**src/rtl/clkpair_pkg.sv**
```systemverilog
package clkpair_pkg;
  localparam int unsigned NUM_PAIRS = 2;
  localparam int unsigned PAIR_BIT  = 0;
  localparam int unsigned PAIR_SLOW = 1;
  typedef logic [NUM_PAIRS-1:0] pair_vec_t;
endpackage

```
**src/rtl/clkpair_prescaler.sv**
```systemverilog
module clkpair_prescaler #(
  parameter int unsigned HALF_CNT = 8000
) (
  input  logic clk,
  input  logic rst,
  input  logic en,
  output logic tick
);
  localparam int unsigned CW = (HALF_CNT > 1) ? $clog2(HALF_CNT) : 1;
  localparam logic [CW-1:0] LAST = CW'(HALF_CNT - 1);

  logic [CW-1:0] cnt_q;

  assign tick = en && (cnt_q == LAST);

  always_ff @(posedge clk) begin
    if (rst)       cnt_q <= '0;
    else if (tick) cnt_q <= '0;
    else if (en)   cnt_q <= cnt_q + 1'b1;
  end

  AST_PRE_IN_RANGE: assert property (@(posedge clk) disable iff (rst)
    cnt_q <= LAST);
  AST_PRE_HOLD: assert property (@(posedge clk) disable iff (rst)
    !en |=> $stable(cnt_q));
endmodule

```
**src/rtl/clkpair_slowdiv.sv**
```systemverilog
module clkpair_slowdiv #(
  parameter int unsigned SLOW_BITS = 8
) (
  input  logic clk,
  input  logic rst,
  input  logic fall_tick,
  output logic flip
);
  localparam int unsigned SW = (SLOW_BITS > 1) ? $clog2(SLOW_BITS) : 1;
  localparam logic [SW-1:0] LAST = SW'(SLOW_BITS - 1);

  logic [SW-1:0] fcnt_q;

  assign flip = fall_tick && (fcnt_q == LAST);

  always_ff @(posedge clk) begin
    if (rst)            fcnt_q <= '0;
    else if (flip)      fcnt_q <= '0;
    else if (fall_tick) fcnt_q <= fcnt_q + 1'b1;
  end

  AST_SLOWCNT_IN_RANGE: assert property (@(posedge clk) disable iff (rst)
    fcnt_q <= LAST);
  AST_SLOWCNT_ONLY_ON_FALL: assert property (@(posedge clk) disable iff (rst)
    !fall_tick |=> $stable(fcnt_q));
endmodule

```
**src/rtl/clkpair_outreg.sv**
```systemverilog
module clkpair_outreg (
  input  logic clk,
  input  logic rst,
  input  logic toggle,
  output logic p,
  output logic n
);
  always_ff @(posedge clk) begin
    if (rst) begin
      p <= 1'b0;
      n <= 1'b1;
    end else if (toggle) begin
      p <= ~p;
      n <= p;
    end
  end

  AST_PAIR_COMPLEMENT: assert property (@(posedge clk) disable iff (rst)
    p != n);
  AST_PAIR_RESET: assert property (@(posedge clk)
    rst |=> (!p && n));
endmodule

```
**src/rtl/clkpair_gen.sv**
```systemverilog
module clkpair_gen #(
  parameter int unsigned HALF_CNT  = 8000,
  parameter int unsigned SLOW_BITS = 8
) (
  input  logic clk_ref,
  input  logic rst,
  input  logic en,
  output logic bclk_p,
  output logic bclk_n,
  output logic sclk_p,
  output logic sclk_n
);
  import clkpair_pkg::*;

  logic      bit_tick;
  logic      fall_tick;
  logic      slow_flip;
  pair_vec_t tog;
  pair_vec_t pv;
  pair_vec_t nv;

  clkpair_prescaler #(.HALF_CNT(HALF_CNT)) u_pre (
    .clk (clk_ref),
    .rst (rst),
    .en  (en),
    .tick(bit_tick)
  );

  assign fall_tick = bit_tick && pv[PAIR_BIT];

  clkpair_slowdiv #(.SLOW_BITS(SLOW_BITS)) u_slow (
    .clk      (clk_ref),
    .rst      (rst),
    .fall_tick(fall_tick),
    .flip     (slow_flip)
  );

  assign tog[PAIR_BIT]  = bit_tick;
  assign tog[PAIR_SLOW] = slow_flip;

  for (genvar g = 0; g < NUM_PAIRS; g++) begin : g_pair
    clkpair_outreg u_out (
      .clk   (clk_ref),
      .rst   (rst),
      .toggle(tog[g]),
      .p     (pv[g]),
      .n     (nv[g])
    );
  end

  assign bclk_p = pv[PAIR_BIT];
  assign bclk_n = nv[PAIR_BIT];
  assign sclk_p = pv[PAIR_SLOW];
  assign sclk_n = nv[PAIR_SLOW];

  AST_HOLD_WHEN_IDLE: assert property (@(posedge clk_ref) disable iff (rst)
    !en |=> ($stable(bclk_p) && $stable(sclk_p)));
  AST_SLOW_ON_BIT_FALL: assert property (@(posedge clk_ref) disable iff (rst)
    !$stable(sclk_p) |-> $fell(bclk_p));
  AST_BIT_EDGE_NEEDS_EN: assert property (@(posedge clk_ref) disable iff (rst)
    !$stable(bclk_p) |-> $past(en));
endmodule

```
**config.mk**
```make
export PLATFORM = sky130hd
export DESIGN_NAME = clkpair_gen
export DESIGN_NICKNAME = d
export VERILOG_FILES = /design/src/rtl/clkpair_pkg.sv /design/src/rtl/clkpair_prescaler.sv /design/src/rtl/clkpair_slowdiv.sv /design/src/rtl/clkpair_outreg.sv /design/src/rtl/clkpair_gen.sv
export SDC_FILE = /design/constraint.sdc
export NUM_CORES = 1
export LEC_CHECK = 0
export BUFFER_PORTS_ARGS = -buffer_cell sky130_fd_sc_hd__buf_4
export CAP_MARGIN = 20
export CORE_ASPECT_RATIO = 1.1
export CORE_UTILIZATION = 57
export DETAILED_ROUTE_END_ITERATION = 8
export PLACE_DENSITY_LB_ADDON = 0.2
export SETUP_SLACK_MARGIN = 0.05
export SYNTH_ARGS = -nofsm -noshare
export SYNTH_HDL_FRONTEND = slang
export SYNTH_SLANG_ARGS = --single-unit
export TNS_END_PERCENT = 20
```
**constraint.sdc**
```tcl
create_clock -name clk_ref -period 1.8 [get_ports clk_ref]
set_input_delay 0.36 -clock clk_ref [delete_from_list [all_inputs] [get_ports clk_ref]]
set_output_delay 0.36 -clock clk_ref [all_outputs]
set_load 0.02 [all_outputs]
```
-- After elaboration in Yosys (flattened, before gate mapping)
Index checks and enable logic that the tools add are counted.
- register bits after elaboration: 20
- bits of input ports: 3
- output and inout port bits: 4
- word-level logic and storage cells: 17
- add/sub/neg operators: 2
- equality and inequality tests: 2
- bitwise gates (word level): 2
- reduce and logical (&&, ||, !) cells: 5
- operators with widths (cell ; count):
    13-bit by 1-bit adder with 13-bit output (second input constant) ; 1
    13-bit == test (second input constant) ; 1
    2-bit OR reduction ; 2
    3-bit by 1-bit adder with 3-bit output (second input constant) ; 1
    3-bit == test (second input constant) ; 1
    1-bit logical AND ; 3
    1-bit inverter ; 2

-- Logic depth before layout (Yosys ltp)
- word-level depth: 5
- mapped depth: 6
- gate-level depth less buffers: 5

-- Cells and area by module
A second synthesis with hierarchy kept.
- cells, all modules: 93
- area, all modules: 885.8 um^2
- by module, submodules not included (module ; instances ; cells each ; area an instance (um^2) ; seq. area each (um^2)):
    clkpair_prescaler ; 1 ; 65 ; 591.8 ; 260.2
    clkpair_slowdiv ; 1 ; 15 ; 152.6 ; 60.1
    clkpair_outreg ; 2 ; 6 ; 67.6 ; 40.0
    clkpair_gen ; 1 ; 1 ; 6.3 ; 0.0

-- Worst setup path after synthesis
OpenSTA, ideal clock, no wires.
- kind: input to register
- start: input en
- end: register u_slow.fcnt_q[0]
- setup time: 0.127 ns
- arrival: 1.365 ns
- required time: 1.673 ns
- setup slack: 0.308 ns
- cell stages on the path: 5
- buffers on the path: 1
- cells stage by stage: buf_2 -> nand4_4 -> nor4_4 -> mux2i_1 -> nor2_1
- longest elaborated chain between the ends: 4
- ends and longest elaborated chain (item ; RTL line ; source):
    start: declaration ; clkpair_gen.sv:7 ; input logic en,
    1-bit logical AND (*) ; clkpair_prescaler.sv:14 ; assign tick = en && (cnt_q == LAST);
    1-bit logical AND (*) ; clkpair_gen.sv:29 ; assign fall_tick = bit_tick && pv[PAIR_BIT];
    1-bit logical AND ; clkpair_slowdiv.sv:14 ; assign flip = fall_tick && (fcnt_q == LAST);
    2-bit OR reduction (no line) ; - ;
    end signal: assignment ; clkpair_slowdiv.sv:19 ; else if (fall_tick) fcnt_q <= fcnt_q + 1'b1;
    end: declaration ; clkpair_slowdiv.sv:12 ; logic [SW-1:0] fcnt_q;
Every way passes the cells marked *; elsewhere a longest branch is shown, timed or not.
A chain may end at the register's enable or synchronous reset.

-- Final worst setup path
- start: register u_pre.cnt_q[0]
- end: register g_pair[1].u_out.p
- longest elaborated chain between the ends: 4
- ends and longest elaborated chain (item ; RTL line ; source):
    start: declaration ; clkpair_prescaler.sv:12 ; logic [CW-1:0] cnt_q;
    start signal: assignment ; clkpair_prescaler.sv:19 ; else if (en) cnt_q <= cnt_q + 1'b1;
    13-bit == test ; clkpair_prescaler.sv:14 ;
    1-bit logical AND ; clkpair_prescaler.sv:14 ;
    1-bit logical AND ; clkpair_gen.sv:29 ;
    1-bit logical AND ; clkpair_slowdiv.sv:14 ;
    end signal: assignment ; clkpair_outreg.sv:13 ; p <= ~p;
    end: declaration ; clkpair_outreg.sv:5 ; output logic p,
No other way between the ends.

==> results.ini <==
[outcome]
status = complete, no violations

[synthesis]
yosys.area.top_type = dfxtp_1
async_reset_ff_share_pct = 0
yosys_warnings = 0
syn_inst = 108
synth.net_count = 114
synth_area_leaders = dfxtp_1, nor2_1, xnor2_1
synth_enable_flop_cells = 0
syn-cell-area_sq_um = 1010
avgSynthCellArea_sq_um = 9.31
synth-seq-cells = 20
synth-seq-area-share_pct = 39.8
ys.flop_type = dfxtp_1
synth.distinct_cells = 29
yosysTopAreaCellShare_pct = 39.8

[critical_path]
critical_path_arrival_ns = 1.81
reg2reg_depth = 5
crit_required_ns = 2.02
critical_path_class = reg2reg
ff2ff_setup_slack_ns = 0.21
critPathMaxFanout = 6
timing.rr.end = g_pair[1].u_out.p$_SDFFE_PP0P_
start_kind = register
end_kind = register
rr_startpoint = u_pre.cnt_q[0]$_SDFFE_PP0P_

[timing]
min_period_ns = 1.59
hold_violations = 0
rsz0062_at_grt = false
finalSetupTns_ns = 0
hold-worst-slack_ns = 0.310
finalSetupViolCount = 0
slew_viol_final = 0
relSlewSlack_pct = 72.1
period_share_pct = 88.4
fmax_ghz = 0.629
worst_pin_slew_ns = 0.419
fin_skew_ns = 0.00242

[detailed_routing]
routedWlPerCell_um = 11.7
drt-total-wl_mm = 1.51
first_iter_violations = 5
firstDrtPassIters = 4
via_count = 733
viasPerCell = 5.68
ant_nets = 0
drc = 0

[global_route]
grt_pass1_wl_mm = 2.61
grt-ovfl-total = 0
grt_max_degree = 12
grt_pass1_vias = 631
antenna_found_initial = 0
grt_use_total_pct = 17.8

[clock_network]
clkLatencyLatePin_ns = 0.28
cts_max_level = 1
cts_tree = built
ctsRootBufferMaster = clkbuf_4
cts_sinks = 20
path_clk_slew_ns = 0.10
tritoncts.num_buffers = 3
clk_path_buf_depth = 2
post_cts_buffers = 0

[power_and_ir_drop]
ir_drop_mv = 0.476
p_seq_share_pct = 67.0
combPwrFrac_pct = 4.1
finalPower_uw = 675
p_int_uw = 536
leakage_nw = 0.383
p_sw_uw = 139
p_sw_share_pct = 20.6
clkPwrFrac_pct = 28.9
p_per_area_nw_per_um2 = 629

[die]
die_w_um = 42.1
std_cell_rows = 15
start_util_pct = 62.3
ios = 7
core_sq_um = 1610
die_h_um = 46.1
die_area_sq_um = 1940

[finish]
antennaDiodeCount = 0
fin_nets = 120
syn2layout_area_growth_pct = 6.72
final_cell_mix = nor2_1, dfxtp_1, nand2_1
drive_gt1_share_pct = 13.4
stdcell_area_sq_um = 1070

[place]
io_buffer_count = 6
gp_congestion = 0.785
dpl_cell_area_sq_um = 1050
hpwl_mm = 1.15

[run]
drv_cap = 0

[worst_hold_path]
holdPathEnd = u_pre.cnt_q[7]$_SDFFE_PP0P_
whs_path_depth = 2
hold_path.class = in2reg
hp-start = rst

routing by layer:
| metal | share of wire, % | routed length, um | track usage, % | vias up |
|---|---|---|---|---|
| li1 | - | - | - | 386 |
| met1 | 49 | 734 | 23.0 | 335 |
| met2 | 48 | 724 | 29.7 | 10 |
| met3 | 2.4 | 36 | 2.35 | 2 |
| met4 | 0.86 | 13 | 9.38 | 0 |
| met5 | 0 | 0 | 0 | - |
flip-flops by register name, summed over array words and instances, names as in the netlist:
signal,cells
g_pair.u_out.n,2
g_pair.u_out.p,2
u_pre.cnt_q,13
u_slow.fcnt_q,3
cells in the mapped netlist (2+ instances only):
| cell | count |
|---|---|
| dfxtp_1 | 20 |
| nor2_1 | 20 |
| nand2_1 | 10 |
| xnor2_1 | 8 |
| mux2i_1 | 5 |
| nand4_1 | 5 |
| buf_2 | 4 |
| ha_1 | 3 |
| nor3_1 | 3 |
| xor2_1 | 3 |
| a21oi_1 | 2 |
| and4_1 | 2 |
| inv_1 | 2 |
| nand3b_1 | 2 |
| nand4_4 | 2 |
| nor2b_1 | 2 |
| nor4_1 | 2 |
| o31ai_1 | 2 |
worst max-delay path, stage by stage, from the launching register on:
cell	delay, ns
dfxtp_1	0.40
ha_2	0.24
and2_1	0.19
nand4_4	0.14
or4_1	0.42
a21oi_1	0.14
how the worst max path moves through the flow:
| stage | from | end | slack, ns | cells after the start |
|---|---|---|---|---|
| 2_1_floorplan | en | u_slow.fcnt_q[0]$_SDFFE_PP0P_ | 0.31 | 5 |
| 3_3_place_gp | u_pre.cnt_q[0]$_SDFFE_PP0P_ | g_pair[1].u_out.p$_SDFFE_PP0P_ | 0.26 | 5 |
| 3_5_place_dp | u_pre.cnt_q[0]$_SDFFE_PP0P_ | u_slow.fcnt_q[2]$_SDFFE_PP0P_ | 0.21 | 5 |
| 4_1_cts | u_pre.cnt_q[0]$_SDFFE_PP0P_ | g_pair[1].u_out.p$_SDFFE_PP0P_ | 0.18 | 5 |
| 5_1_grt | u_pre.cnt_q[0]$_SDFFE_PP0P_ | g_pair[1].u_out.p$_SDFFE_PP0P_ | 0.06 | 5 |
| 6_report | u_pre.cnt_q[0]$_SDFFE_PP0P_ | g_pair[1].u_out.p$_SDFFE_PP0P_ | 0.21 | 5 |
cells by family (layout without fill, tap and decap cells):
logic type / Yosys count / in the layout / share of synthesized area (%)
AND/OR/NAND/NOR: 55 / 55 / 34.0
flip-flops: 20 / 20 / 39.8
XOR/XNOR: 11 / 11 / 9.58
AO/OA/AOI/OAI: 7 / 7 / 4.85
buffers and inverters: 7 / 11 / 3.11
multiplexers: 5 / 5 / 4.98
adder cells (fa/ha/maj): 3 / 3 / 3.73
what timing repair did:
item / in CTS / in global routing
gates resized for setup: 0 / 1
setup endpoints to repair: 0 / 2
hold buffers: 0 / 0
layout make-up:
cell class / count / area [sq um]
sequential: 20 / 400
clock buffer: 3 / 22.5
inverter: 2 / 7.51
timing repair buffer: 6 / 45.0
tap: 17 / 21.3
fill: 130 / 541
multi-input combinational: 81 / 577
power groups by stage:
stage          registers, mW  logic (mW)  clock network (mW)
3_5_place_dp           0.463      0.0270                   0
5_1_grt                0.454      0.0306               0.221
6_report               0.453      0.0275               0.195
3_3_place_gp           0.462      0.0265                   0
4_1_cts                0.453      0.0272               0.209
2_1_floorplan          0.462      0.0215                   0
per-stage QoR:
stage	utilization, %	instances	setup slack [ns]
2_1_floorplan	-	108	0.308
3_3_place_gp	65.0	126	0.255
3_5_place_dp	65.0	126	0.208
4_1_cts	66.4	129	0.179
5_1_grt	66.5	129	0.0593
6_report	66.5	129	0.209
(Power assumes the default switching activity.)
